## config.mk

```make
export PLATFORM = sky130hd
export DESIGN_NAME = msi_collector
export DESIGN_NICKNAME = d
export VERILOG_FILES = /design/src/rtl/msi_collector.sv
export SDC_FILE = /design/constraint.sdc
export NUM_CORES = 1
export LEC_CHECK = 0
export BUFFER_PORTS_ARGS = -buffer_cell sky130_fd_sc_hd__clkbuf_2
export CAP_MARGIN = 20
export CORE_UTILIZATION = 30
export CTS_BUF_LIST = sky130_fd_sc_hd__clkbuf_2 sky130_fd_sc_hd__clkbuf_4 sky130_fd_sc_hd__clkbuf_8
export DETAILED_ROUTE_END_ITERATION = 10
export PLACE_DENSITY_LB_ADDON = 0.15
export SYNTH_ARGS = -nofsm -noshare
export SYNTH_HDL_FRONTEND = slang
export SYNTH_SLANG_ARGS = --single-unit
```

## constraint.sdc

```tcl
create_clock -name clk -period 3.6 [get_ports clk]
set_input_delay 0.36 -clock clk [delete_from_list [all_inputs] [get_ports clk]]
set_output_delay 0.36 -clock clk [all_outputs]
set_load 0.005 [all_outputs]
```

## src/rtl/msi_collector.sv

```systemverilog
module msi_collector #(
  parameter int NVEC = 32,
  parameter int RAW  = 12
) (
  input  logic            clk,
  input  logic            rst_n,
  input  logic            cfg_we,
  input  logic [RAW-1:0]  cfg_addr,
  input  logic [31:0]     cfg_wdata,
  output logic [31:0]     cfg_rdata,
  input  logic            msg_valid,
  input  logic [63:0]     msg_addr,
  input  logic [31:0]     msg_data,
  output logic            irq_o
);
  localparam int VW = (NVEC > 1) ? $clog2(NVEC) : 1;
  localparam logic [RAW-1:0] A_CTL  = RAW'(12'h050);
  localparam logic [RAW-1:0] A_DBLO = RAW'(12'h820);
  localparam logic [RAW-1:0] A_DBHI = RAW'(12'h824);
  localparam logic [RAW-1:0] A_EN   = RAW'(12'h828);
  localparam logic [RAW-1:0] A_MSK  = RAW'(12'h82C);
  localparam logic [RAW-1:0] A_STAT = RAW'(12'h830);
  localparam int GEN_BIT = 16;

  logic [31:0]     db_lo, db_hi;
  logic [NVEC-1:0] en_q, mask_q, stat_q;
  logic            gen_q;

  logic [VW-1:0]   vec;
  logic            hit;
  logic [NVEC-1:0] set_v, clr_v;

  assign vec   = msg_data[VW-1:0];
  assign hit   = msg_valid && (msg_addr == {db_hi, db_lo}) &&
                 (msg_data < 32'(NVEC)) && en_q[vec];
  assign set_v = hit ? (NVEC'(1) << vec) : '0;
  assign clr_v = (cfg_we && cfg_addr == A_STAT) ? cfg_wdata[NVEC-1:0] : '0;

  always_ff @(posedge clk) begin
    if (!rst_n) begin
      db_lo  <= '0;
      db_hi  <= '0;
      en_q   <= '0;
      mask_q <= '0;
      stat_q <= '0;
      gen_q  <= 1'b0;
    end else begin
      if (cfg_we) begin
        case (cfg_addr)
          A_CTL:   gen_q  <= cfg_wdata[GEN_BIT];
          A_DBLO:  db_lo  <= cfg_wdata;
          A_DBHI:  db_hi  <= cfg_wdata;
          A_EN:    en_q   <= cfg_wdata[NVEC-1:0];
          A_MSK:   mask_q <= cfg_wdata[NVEC-1:0];
          default: ;
        endcase
      end
      stat_q <= (stat_q & ~clr_v) | set_v;
    end
  end

  always_comb begin
    cfg_rdata = '0;
    case (cfg_addr)
      A_CTL:   cfg_rdata[GEN_BIT] = gen_q;
      A_DBLO:  cfg_rdata = db_lo;
      A_DBHI:  cfg_rdata = db_hi;
      A_EN:    cfg_rdata = 32'(en_q);
      A_MSK:   cfg_rdata = 32'(mask_q);
      A_STAT:  cfg_rdata = 32'(stat_q);
      default: cfg_rdata = '0;
    endcase
  end

  assign irq_o = gen_q & |(stat_q & ~mask_q);
endmodule

```

# Yosys cells after proc, flatten, opt, wreduce, memory -nomap -nowiden
# Index checks and enable logic that the tools add are counted.
dict set report word_totals {
  reg_bits 161
  latch_bits 0
  ramBits 0
  mem_bits_ro 0
  wordCells 39
  mem_count 0
}
dict set report classes {
  add_sub_neg 0
  mul 0
  div 0
  magnitude_cmp 2
  n_eq_ne 7
  shifts 1
  muxes 7
  bitwise 6
  n_reduce_logical 10
}
# operator n
set op_table {}
lappend op_table {{16-bit case mux with 5 select lines} 1}
lappend op_table {{15-bit case mux with 5 select lines} 1}
lappend op_table {{32-bit bitwise AND} 2}
lappend op_table {{64-bit == test} 1}
lappend op_table {{32-bit 2-to-1 mux} 2}
lappend op_table {{32-bit inverter} 2}
lappend op_table {{12-bit == test (second input constant)} 5}
lappend op_table {{32-bit by 6-bit less-than comparator with 1-bit output (second input constant)} 1}
lappend op_table {{32-bit OR} 1}
lappend op_table {{32-bit OR reduction} 1}
lappend op_table {{1-bit by 5-bit << shifter with 32-bit output (first input constant)} 1}
lappend op_table {{12-bit by 7-bit == test with 1-bit output (second input constant)} 1}
lappend op_table {{2-bit AND reduction} 5}
lappend op_table {{5-bit by 6-bit less-than comparator with 1-bit output (second input constant)} 1}
lappend op_table {{1-bit case mux with 6 select lines} 1}
lappend op_table {{1-bit binary-select mux with 5-bit select} 1}
lappend op_table {{1-bit logical AND} 4}
lappend op_table {{1-bit bitwise AND} 1}
lappend op_table {{1-bit 2-to-1 mux} 1}

# Depth between registers and ports, before layout
dict set report depth {
  ltp_word 6
  ltp_mapped 9
  ltp_nobuf 6
}

# Least setup slack after synthesis
# Ideal clock, no wire load.
dict set report synth_path {
  path_type {input -> output}
  from {input cfg_addr[7]}
  to {output cfg_rdata[0]}
  arrival_time_ns 2.143
  required_time_ns 3.240
  setup_slack_ns 1.097
  cell_stages 6
  n_path_buf 2
  cell_sequence {or4_4 > or4_1 > clkbuf_1 > nor3_4 > buf_2 > a221o_1}
}
dict set report synth_between {
  elab_chain_len 2
  elab_cells_between_ends 6
  classes_between {5 x eq/ne; 1 x mux}
}
# element line_no
set synth_lines {}
lappend synth_lines {{start: declaration} 8} ;# input logic [RAW-1:0] cfg_addr,
lappend synth_lines {{12-bit == test} 64} ;# case (cfg_addr)
lappend synth_lines {{16-bit case mux with 5 select lines *} 64}
lappend synth_lines {{end: declaration} 10} ;# output logic [31:0] cfg_rdata,
# Every way passes the cells marked *; elsewhere a longest branch is shown, timed or not.

# Final worst setup path
# Ends and elaborated chain as after synthesis.

==> out/metrics.yaml <==
p_total_mw: 3.64
slew_headroom_pct: 41.3
crit_path_end: "cfg_rdata[0]"
stdcell_area_um2: 10400
hold-path-cell-count: 3
synth_fp_nets: 1229
critPathMostFrequentCell: "clkbuf_2"
power_density_nw_per_um2: 349
dieArea_um2: 29800
setup_viol: 0
ant_nets: 0
final_core_util_pct: 36.4
via_per_inst: 5.22
clkTransAtPathRegs_ns: 0.11
ys_ff_latch: 161
critPathLaunchType: "input port"
sw_frac_of_total_pct: 26.3
period_share_pct: 76.8
crit_start: "cfg_addr[7]"
worst_slew_pin_slew_ns: 0.880
grt_pass1_vias: 8399
timing.rr.end: "stat_q[2]"
postPlaceCellArea_um2: 9980
io_pins: 177
grt_pass1_wl_um: 54400
insertion_delay_ns: 0.48
power_frac_seq_pct: 48.9
outcome: "completed"
synth_edf_count: 0
nFillCells: 3057
drt-initial-drc-count: 727
syn_area_um2: 8730
cts_resized: 0
ys_seq_area_share_pct: 36.9
cp.arrival_ns: 2.41
p_leak_nw: 3.83
grt_antenna_before_repair: 0
area_growth_pct: 19.5
cp_max_fo: 21
clock_sinks: 161
routedWlPerCell_um: 22.5
die-width_um: 173
grt_overflow: 0
start_util_pct: 30.5
htreeDepth: 4
cts_max_path_buffers: 2
cp.required_ns: 3.24
rsz0062_at_grt: "false"
setup_ws_ns: 0.835
ys.flop_type: "dfxtp_1"
internal_power_mw: 2.68
cts_buffers: 17
synthDistinctLibCells: 51
cts_setup_buffers: 0
hp-class: "input port to flop"
dr.pass1.iters: 6
max_freq_mhz: 362
critPathMaxStageDelay_ns: 0.58
preCtsSetupSlack_ns: 0.534
reg2reg_setup_slack_ns: 0.87
drv_slew: 0
io_buffer_count: 176
skew_ns: 0.0240
rr_worst_depth: 7
drive_gt1_share_pct: 24.1
period_needed_ns: 2.77
die_h_um: 173
synthCells: 1085
r2r-start: "db_hi[29]"
globalplace.congestion: 0.879
combPwrFrac_pct: 9.0
nNetsFinal: 1368
path_cells: "clkbuf_2 > or4_4 > or4_1 > nor3_4 > buf_4 > a221o_1 > clkbuf_2"
crit_path_end_kind: "output port"
slowest_stage: "or4_4"
avgSynthCellArea_um2: 8.04
ys_warn_count: 0
drcViolationCount: 0
maxCapViolCount: 0
core_area_um2: 28600
ir_worst_vdd_uv: 188
critPathKind: "input port to output port"
final_cells: 1622
fin_tns_setup_ns: 0
switching_power_mw: 0.958
grt_start_max_net_pins: 93
cts_hold_buf: 0
grtUsageTotal_pct: 24.4
pwr-share-clk_pct: 42.1
dp_hpwl_um: 26700
dp.cells: 1589
cts_tree: "built"
wirelength_um: 36500
async_flop_share_pct: 0
hold_viol: 0
whs_ns: 0.178
num_rows: 62
cts_root_buf: "clkbuf_8"
dr_total_vias: 8460
## final cells by class
| class | instances | area [µm²] | area share (%) |
|---|---|---|---|
| antenna | 1 | 2.50 | 0.0240 |
| sequential | 161 | 3220 | 30.9 |
| clock buffer | 18 | 241 | 2.32 |
| clock inverter | 14 | 201 | 1.93 |
| tap | 384 | 480 | 4.61 |
| inverter | 33 | 124 | 1.19 |
| multi-input combinational | 810 | 5070 | 48.6 |
| timing repair buffer | 201 | 1080 | 10.4 |
## critical path: cells and delay by family
family	cells	cell delay (ns)
buf+inv	3	0.51
simple gates	3	1.29
compound gates	1	0.22
## how the worst min path moves through the flow
stage	from	to
floorplan	en_q[16]	en_q[16]
global placement	en_q[13]	en_q[13]
detailed placement	db_hi[26]	db_hi[26]
CTS	cfg_wdata[23]	db_lo[23]
global route	cfg_wdata[10]	db_lo[10]
finish	cfg_wdata[23]	db_lo[23]
## flip-flops by register name, summed over array words and instances (netlist names)
register and flops:
mask_q 32, db_hi 32, db_lo 32, stat_q 32, en_q 32, gen_q 1
## power groups by stage
stage	sequential, mW	combinational, mW	clock (mW)
final	1.78	0.326	1.53
after global routing	1.78	0.343	1.63
after global placement	1.82	0.325	0
after CTS	1.78	0.324	1.55
after detailed placement	1.82	0.323	0
after floorplan	1.82	0.131	0
## placed cells by master, fill, tap and decap left out, types with 9 or more instances in the layout
cell / instances
a21boi_0: 83
a21boi_1: 45
a21oi_1: 32
a221o_1: 32
a22oi_1: 32
a31o_2: 17
buf_4: 25
clkbuf_2: 175
clkbuf_8: 17
dfxtp_1: 161
inv_1: 33
mux2_2: 33
nand2_1: 294
nand3_1: 9
nand4_1: 16
nor2_1: 44
nor4_1: 17
o22ai_1: 12
xnor2_1: 48
xor2_1: 16
## cells by family (layout without fill, tap and decap cells)
logic type | Yosys count | in the layout | share of synthesized area (%)
other cells | 0 | 1 | 0
mux | 44 | 44 | 6.09
xor+xnor | 64 | 64 | 6.42
buf+inv | 114 | 266 | 5.21
compound gates | 279 | 279 | 24.4
flops | 161 | 161 | 36.9
simple gates | 423 | 423 | 20.9
## cells in the mapped netlist (2+ instances only)
library cell,number,area [µm²]
a21boi_0,83,623
a21boi_1,45,338
a21o_1,4,30.0
a21oi_1,32,160
a221o_1,32,320
a221oi_1,4,35.0
a22oi_1,32,240
a31o_1,3,26.3
a31o_2,17,149
a41o_1,8,80.1
and2_1,2,12.5
and3_1,4,25.0
buf_1,3,11.3
buf_2,21,105
clkbuf_1,57,214
dfxtp_1,161,3220
inv_1,33,124
mux2_2,33,372
mux2i_1,7,70.1
mux4_2,4,90.1
nand2_1,294,1100
nand2b_1,4,25.0
nand3_1,9,45.0
nand3b_1,2,15.0
nand4_1,16,100
nor2_1,47,176
nor2b_1,7,43.8
nor3_1,6,30.0
nor3b_1,2,15.0
nor4_1,18,113
o21a_1,2,15.0
o22ai_1,12,75.1
xnor2_1,48,420
xor2_1,16,140
## layer usage
metal,vias to the layer above,track usage (%),routed length (µm)
met4,0,7.89,893
li1,4050,-,-
met1,4091,33.0,17000
met5,-,0,0
met2,281,39.1,16700
met3,38,4.35,1920
(Power assumes the default switching activity.)
